===== src/rtl/segx_pkg.sv =====
package segx_pkg;
  localparam int BASE_W   = 20;
  localparam int LEN_W    = 16;
  localparam int RIGHTS_W = 2;
  localparam int RD_BIT   = 0;
  localparam int WR_BIT   = 1;
  localparam int PA_W     = BASE_W + 1;

  typedef struct packed {
    logic [BASE_W-1:0]   base;
    logic [LEN_W-1:0]    len;
    logic [RIGHTS_W-1:0] rights;
  } seg_desc_t;

  typedef enum logic [1:0] {
    TRAP_NONE  = 2'd0,
    TRAP_SEG   = 2'd1,
    TRAP_LIMIT = 2'd2,
    TRAP_PROT  = 2'd3
  } trap_t;

  typedef enum logic [1:0] {
    CFG_ENTRY = 2'd0,
    CFG_TBASE = 2'd1,
    CFG_TLEN  = 2'd2,
    CFG_NONE  = 2'd3
  } cfg_kind_t;
endpackage


===== src/rtl/segx_desc_table.sv =====
module segx_desc_table
  import segx_pkg::*;
#(
  parameter int N_ENTRIES = 16,
  localparam int IDX_W = $clog2(N_ENTRIES)
) (
  input  logic             clk,
  input  logic             rst_n,
  input  logic             wr_en,
  input  logic [IDX_W-1:0] wr_idx,
  input  seg_desc_t        wr_desc,
  input  logic             rd_en,
  input  logic [IDX_W-1:0] rd_idx,
  output seg_desc_t        rd_desc
);
  seg_desc_t rows [N_ENTRIES];

  for (genvar i = 0; i < N_ENTRIES; i++) begin : g_row
    seg_desc_t cell_q;
    always_ff @(posedge clk or negedge rst_n) begin
      if (!rst_n)
        cell_q <= '0;
      else if (wr_en && (wr_idx == IDX_W'(i)))
        cell_q <= wr_desc;
    end
    assign rows[i] = cell_q;
  end

  // Registered read: the word seen is the one held before this edge's write.
  always_ff @(posedge clk or negedge rst_n) begin
    if (!rst_n)
      rd_desc <= '0;
    else if (rd_en)
      rd_desc <= rows[rd_idx];
  end
endmodule


===== src/rtl/segx_check.sv =====
module segx_check
  import segx_pkg::*;
(
  input  logic            seg_ok,
  input  seg_desc_t       desc,
  input  logic [LEN_W-1:0] off,
  input  logic            is_write,
  output trap_t           trap,
  output logic [PA_W-1:0] paddr
);
  logic right_ok;

  always_comb begin
    right_ok = is_write ? desc.rights[WR_BIT] : desc.rights[RD_BIT];
    if (!seg_ok)
      trap = TRAP_SEG;
    else if (off >= desc.len)
      trap = TRAP_LIMIT;
    else if (!right_ok)
      trap = TRAP_PROT;
    else
      trap = TRAP_NONE;
    paddr = (trap == TRAP_NONE) ? (PA_W'(desc.base) + PA_W'(off)) : '0;
  end
endmodule


===== src/rtl/seg_xlat.sv =====
module seg_xlat
  import segx_pkg::*;
#(
  parameter int N_ENTRIES = 16,
  parameter int SEG_W = 5,
  localparam int IDX_W = $clog2(N_ENTRIES),
  localparam int LREG_W = SEG_W + 1
) (
  input  logic                clk,
  input  logic                rst_n,
  input  logic                supervisor,
  input  logic                cfg_we,
  input  logic [1:0]          cfg_kind,
  input  logic [IDX_W-1:0]    cfg_idx,
  input  logic [BASE_W-1:0]   cfg_base,
  input  logic [LEN_W-1:0]    cfg_len,
  input  logic [RIGHTS_W-1:0] cfg_rights,
  input  logic                req_valid,
  output logic                req_ready,
  input  logic [SEG_W-1:0]    req_seg,
  input  logic [LEN_W-1:0]    req_off,
  input  logic                req_write,
  output logic                rsp_valid,
  input  logic                rsp_ready,
  output logic [PA_W-1:0]     rsp_paddr,
  output logic [1:0]          rsp_trap
);
  logic              cfg_ok;
  logic [IDX_W-1:0]  tbase_q;
  logic [LREG_W-1:0] tlen_q;
  seg_desc_t         wr_desc;
  seg_desc_t         s1_desc;
  logic              s1_v, s1_segok, s1_wr;
  logic [LEN_W-1:0]  s1_off;
  logic              s2_load, accept;
  logic [IDX_W-1:0]  slot;
  trap_t             chk_trap;
  logic [PA_W-1:0]   chk_paddr;

  assign cfg_ok = cfg_we && supervisor;

  // Control registers, guarded by the mode input.
  always_ff @(posedge clk or negedge rst_n) begin
    if (!rst_n) begin
      tbase_q <= '0;
      tlen_q  <= '0;
    end else if (cfg_ok) begin
      if (cfg_kind == CFG_TBASE) tbase_q <= cfg_len[IDX_W-1:0];
      if (cfg_kind == CFG_TLEN)  tlen_q  <= cfg_len[LREG_W-1:0];
    end
  end

  assign wr_desc = '{base: cfg_base, len: cfg_len, rights: cfg_rights};

  // Stream control: output register frees when empty or consumed.
  assign s2_load   = !rsp_valid || rsp_ready;
  assign req_ready = !s1_v || s2_load;
  assign accept    = req_valid && req_ready;
  assign slot      = tbase_q + req_seg[IDX_W-1:0];

  segx_desc_table #(.N_ENTRIES(N_ENTRIES)) u_table (
    .clk     (clk),
    .rst_n   (rst_n),
    .wr_en   (cfg_ok && (cfg_kind == CFG_ENTRY)),
    .wr_idx  (cfg_idx),
    .wr_desc (wr_desc),
    .rd_en   (accept),
    .rd_idx  (slot),
    .rd_desc (s1_desc)
  );

  // Stage 1: request fields captured alongside the descriptor read.
  always_ff @(posedge clk or negedge rst_n) begin
    if (!rst_n) begin
      s1_v     <= 1'b0;
      s1_segok <= 1'b0;
      s1_wr    <= 1'b0;
      s1_off   <= '0;
    end else if (accept) begin
      s1_v     <= 1'b1;
      s1_segok <= (LREG_W'(req_seg) < tlen_q);
      s1_wr    <= req_write;
      s1_off   <= req_off;
    end else if (s2_load) begin
      s1_v <= 1'b0;
    end
  end

  segx_check u_check (
    .seg_ok   (s1_segok),
    .desc     (s1_desc),
    .off      (s1_off),
    .is_write (s1_wr),
    .trap     (chk_trap),
    .paddr    (chk_paddr)
  );

  // Stage 2: result register on the output stream.
  always_ff @(posedge clk or negedge rst_n) begin
    if (!rst_n) begin
      rsp_valid <= 1'b0;
      rsp_paddr <= '0;
      rsp_trap  <= '0;
    end else if (s2_load) begin
      rsp_valid <= s1_v;
      if (s1_v) begin
        rsp_paddr <= chk_paddr;
        rsp_trap  <= chk_trap;
      end
    end
  end

  assert_hold_R10: assert property (@(posedge clk) disable iff (!rst_n)
    (rsp_valid && !rsp_ready) |=> (rsp_valid && $stable(rsp_paddr) && $stable(rsp_trap)));

  assert_full_stall_R10: assert property (@(posedge clk) disable iff (!rst_n)
    (s1_v && rsp_valid && !rsp_ready) |-> !req_ready);

  assert_capture_R9: assert property (@(posedge clk) disable iff (!rst_n)
    (req_valid && req_ready) |=> s1_v);

  assert_deliver_R9: assert property (@(posedge clk) disable iff (!rst_n)
    (s1_v && (!rsp_valid || rsp_ready)) |=> rsp_valid);

  assert_seg_trap_R2: assert property (@(posedge clk) disable iff (!rst_n)
    (s1_v && !s1_segok && (!rsp_valid || rsp_ready)) |=> (rsp_trap == TRAP_SEG && rsp_paddr == '0));

  assert_user_locked_R8: assert property (@(posedge clk) disable iff (!rst_n)
    !supervisor |=> ($stable(tbase_q) && $stable(tlen_q)));
endmodule


===== config.mk =====
export PLATFORM = sky130hd
export DESIGN_NAME = seg_xlat
export DESIGN_NICKNAME = d
export VERILOG_FILES = /design/src/rtl/segx_pkg.sv /design/src/rtl/segx_desc_table.sv /design/src/rtl/segx_check.sv /design/src/rtl/seg_xlat.sv
export SDC_FILE = /design/constraint.sdc
export NUM_CORES = 1
export LEC_CHECK = 0
export BUFFER_PORTS_ARGS = -buffer_cell sky130_fd_sc_hd__buf_2
export CORE_MARGIN = 4
export CORE_UTILIZATION = 35
export DETAILED_ROUTE_END_ITERATION = 6
export PLACE_DENSITY = 0.59
export SYNTH_ARGS = -nofsm -noshare
export SYNTH_HDL_FRONTEND = slang
export SYNTH_SLANG_ARGS = --single-unit

===== constraint.sdc =====
create_clock -name clk -period 3.1 [get_ports clk]
set_clock_uncertainty 0.1 [all_clocks]
set_input_delay 0.62 -clock clk [delete_from_list [all_inputs] [get_ports clk]]
set_output_delay 0.62 -clock clk [all_outputs]
set_load 0.02 [all_outputs]

==> results.md <==
* Seq pwr share at 40.1%
* CTS tree: done
* Slew headroom at 25.54%
* Psw at 8334 uW
* Synth Area in Simple Gates at 4.827%
* Comb pwr share at 25.9%
* Hold Path Class: input pin to flop
* Mapped Area at 0.03235 mm^2
* R2r setup slk at 0.10 ns
* Remaining Overflow, GRT at 0
* Critical Setup Path Class: flop to flop
* Sw Ratio at 30.51%
* Crit path to: u_table.rd_desc[21]$_DFFE_PN0P_
* Period utilization at 96.76%
* Internal Pwr Total at 18,980 uW
* Worst reg2reg endpoint: u_table.rd_desc[21]$_DFFE_PN0P_
* Core area at 0.09166 mm^2
* Unrepaired setup endpoints after global routing: false
* Data required time of the worst path at 3.48 ns
* Cts bufs inserted at 77
* Detailed Routing Iterations Pass 1 at 5
* Post-Route WL at 86,040 um
* Synth async-reset ratio at 100.0%
* Sink Count at 699
* GP Congestion at 0.7797
* Hold Slack at 0.1278 ns
* Dpl cells at 3,494
* Mapped Avg Cell Area at 14.11 um^2
* 1st-iter DRT viols at 1,269
* Clk pwr share at 34.0%
* Area share of xor/xnor cells in the synthesized design at 0.5144%
* CTS Root Cell: clkbuf_16
* Initial Utilization at 35.29%
* Routed vias at 19,574
* Share of post-route cells with drive strength above 1 at 46.27%
* Final setup vio count at 0
* Largest net degree at the start of global routing at 100
* WL per Instance at 23.69 um
* Yosys cell types at 52
* Largest family of logic cells by synthesized area: multiplexers
* Mux cell area share after synthesis at 32.75%
* Drt drc at 0
* Post-synth EDFFs at 0
* Total GRT Usage at 17.76%
* Number of vias per cell at 5.391
* Most frequent cells in the layout: dfrtp_1 (699), mux2_2 (637), nand2_1 (255)
* Sequential area share after synthesis at 54.07%
* PD cells at 726.1 mW/mm^2
* CP startpoint: tbase_q[0]$_DFFE_PN0P_
* Post-CTS setup buffer count at 0
* Die ar. at 0.09736 mm^2
* Status: finished clean
* Commonest non-fill, non-tap cell in the layout: dfrtp_1
* Nets at 2,502
* Total of max-cap violations at 0
* Synth Warn # at 0
* Leak pwr at 0.01784 uW
* Final ANT Viol Nets at 0
* First-pass GRT wire length at 133,400 um
* Site Rows at 111
* Yosys reg bits at 699
* Max-slew violations at 0
* Clock Path Buffers at 3
* Critical R2R Launch: tbase_q[0]$_DFFE_PN0P_
* Crit path max-delay cell type: fa_4
* Initial antenna violation count at 13
* Die Wd at 312.0 um
* Worst EP arrival at 3.38 ns
* Clk slew on worst S/H paths at 0.06 ns
* Compound-Gate Fraction of Synth Area at 3.318%
* Worst-Margin Slew at 1.108 ns
* Vias in the first global route at 21,393
* Main synth FF type: dfrtp_1
* Worst Setup End Kind: flop
* CP cell instances: ha_4, inv_1, fa_4, buf_4, buf_4, mux4_2, nand2_1, nand2_1, o21ai_0, o21ai_0
* Area grow syn2layout at 16.29%
* Total negative slack at 0 ns
* Period minus WS final at 3.000 ns
* I/O Buffers at 96
* Synth Net Count at 2,405
* Post-Synth Adder-Cell Area at 1.632%
* Worst vdd ir at 0.4031 mV
* Non-filler cells in the finished layout at 3,631
* Final Hold Viols at 0
* Crit path max fanout at 9
* Hpwl dp at 52,690 um
* Max Fclk at 333.4 MHz
* IO Pins at 97
* Startpoint Class: flop
* Chip height at 312.0 um
* Worst-Skew Late Latency at 0.62 ns
* Reg2Reg Depth at 10
* Crit-path max cell delay at 0.83 ns
* Mapped Cells at 2,292
* H-tree level count at 3
==> power by group through the flow <==
| stage | Clock [uW] | Combinational (uW) | Sequential, uW |
|---|---|---|---|
| after global placement | 0 | 7010 | 11000 |
| after detailed placement | 0 | 7110 | 11100 |
| after CTS | 9490 | 7140 | 11000 |
| after global routing | 9870 | 7730 | 11100 |
| after floorplan | 0 | 4470 | 10800 |
| final | 9300 | 7070 | 11000 |
==> cells in the mapped netlist, types with 18 or more instances <==
cell | number | area share, %
buf_4 | 18 | 0.42
a21oi_1 | 19 | 0.29
dfrtp_1 | 699 | 54
nand3_1 | 43 | 0.67
clkbuf_1 | 88 | 1.0
nand2_1 | 265 | 3.1
buf_2 | 67 | 1.0
ha_1 | 39 | 1.5
o21ai_0 | 91 | 1.4
mux2_2 | 637 | 22
mux4_2 | 152 | 11
inv_1 | 29 | 0.34
==> through the flow <==
stage / setup WS (ns) / total power, uW / instance area, um^2 / utilization [%]
after floorplan: 0.3546 / 15250 / 32350 / -
after global placement: -0.2962 / 18050 / 35020 / 38.20
final: 0.1003 / 27320 / 37620 / 41.04
after CTS: 0.03453 / 27590 / 37600 / 41.02
after detailed placement: -0.3191 / 18220 / 35020 / 38.20
after global routing: 0.02487 / 28670 / 37610 / 41.03
==> flip-flops by register name (all words and copies together), names as in the netlist <==
register and cells:
u_table.rd_desc 38, u_table.g_row.cell_q 608, tlen_q 6, s1_v 1, tbase_q 4, rsp_valid 1, s1_segok 1, s1_wr 1
s1_off 16, rsp_paddr 21, rsp_trap 2
==> worst max-delay path: cells and delay by family, from the launching register on <==
family | cells | cell delay, ns
adder cells (fa/ha/maj) | 2 | 0.98
multiplexers | 1 | 0.32
AO/OA/AOI/OAI | 2 | 0.51
flip-flops | 1 | 0.39
AND/OR/NAND/NOR | 2 | 0.13
buffers and inverters | 3 | 0.43
==> what timing repair did <==
item,in CTS,in global routing
setup endpoints to repair,0,3
hold endpoints to repair,47,0
resized for setup,0,1
hold buffers,1,0
==> worst min path at each step <==
stage,start,to,depth (start not counted)
6_report,req_off[2],s1_off[2]$_DFFE_PN0P_,2
3_5_place_dp,rsp_trap[1]$_DFFE_PN0P_,rsp_trap[1]$_DFFE_PN0P_,2
5_1_grt,req_off[2],s1_off[2]$_DFFE_PN0P_,2
3_3_place_gp,rsp_trap[1]$_DFFE_PN0P_,rsp_trap[1]$_DFFE_PN0P_,2
4_1_cts,req_off[2],s1_off[2]$_DFFE_PN0P_,2
2_1_floorplan,rst_n,rsp_paddr[0]$_DFFE_PN0P_,0
==> kinds of logic after synthesis <==
| group | count (synthesis) |
|---|---|
| muxes | 789 |
| DFF | 699 |
| and+or+nand+nor | 367 |
| buffers and inverters | 208 |
| AOI/OAI and AO/OA | 169 |
| adders and majority gates | 41 |
| xor gates and xnor gates | 19 |
==> area by class of cell <==
type | count | area [um^2]
fill | 8404 | 54040
sequential | 699 | 17490
multi-input combinational | 1386 | 14060
clock buffer | 117 | 2340
timing repair buffer | 196 | 1894
tap | 1186 | 1484
clock inverter | 15 | 232.7
inverter | 29 | 108.9
antenna | 3 | 7.507
==> per-layer routing <==
layer  GRT usage, %  vias to the layer above  wire length (um)
li1               -                     8520                 -
met1          23.97                    10453             37830
met2          29.12                      439             41310
met3          3.428                      152              4561
met4          5.536                       10              2273
met5              0                        -                61
Note: power is estimated with default switching activity, not from simulation.
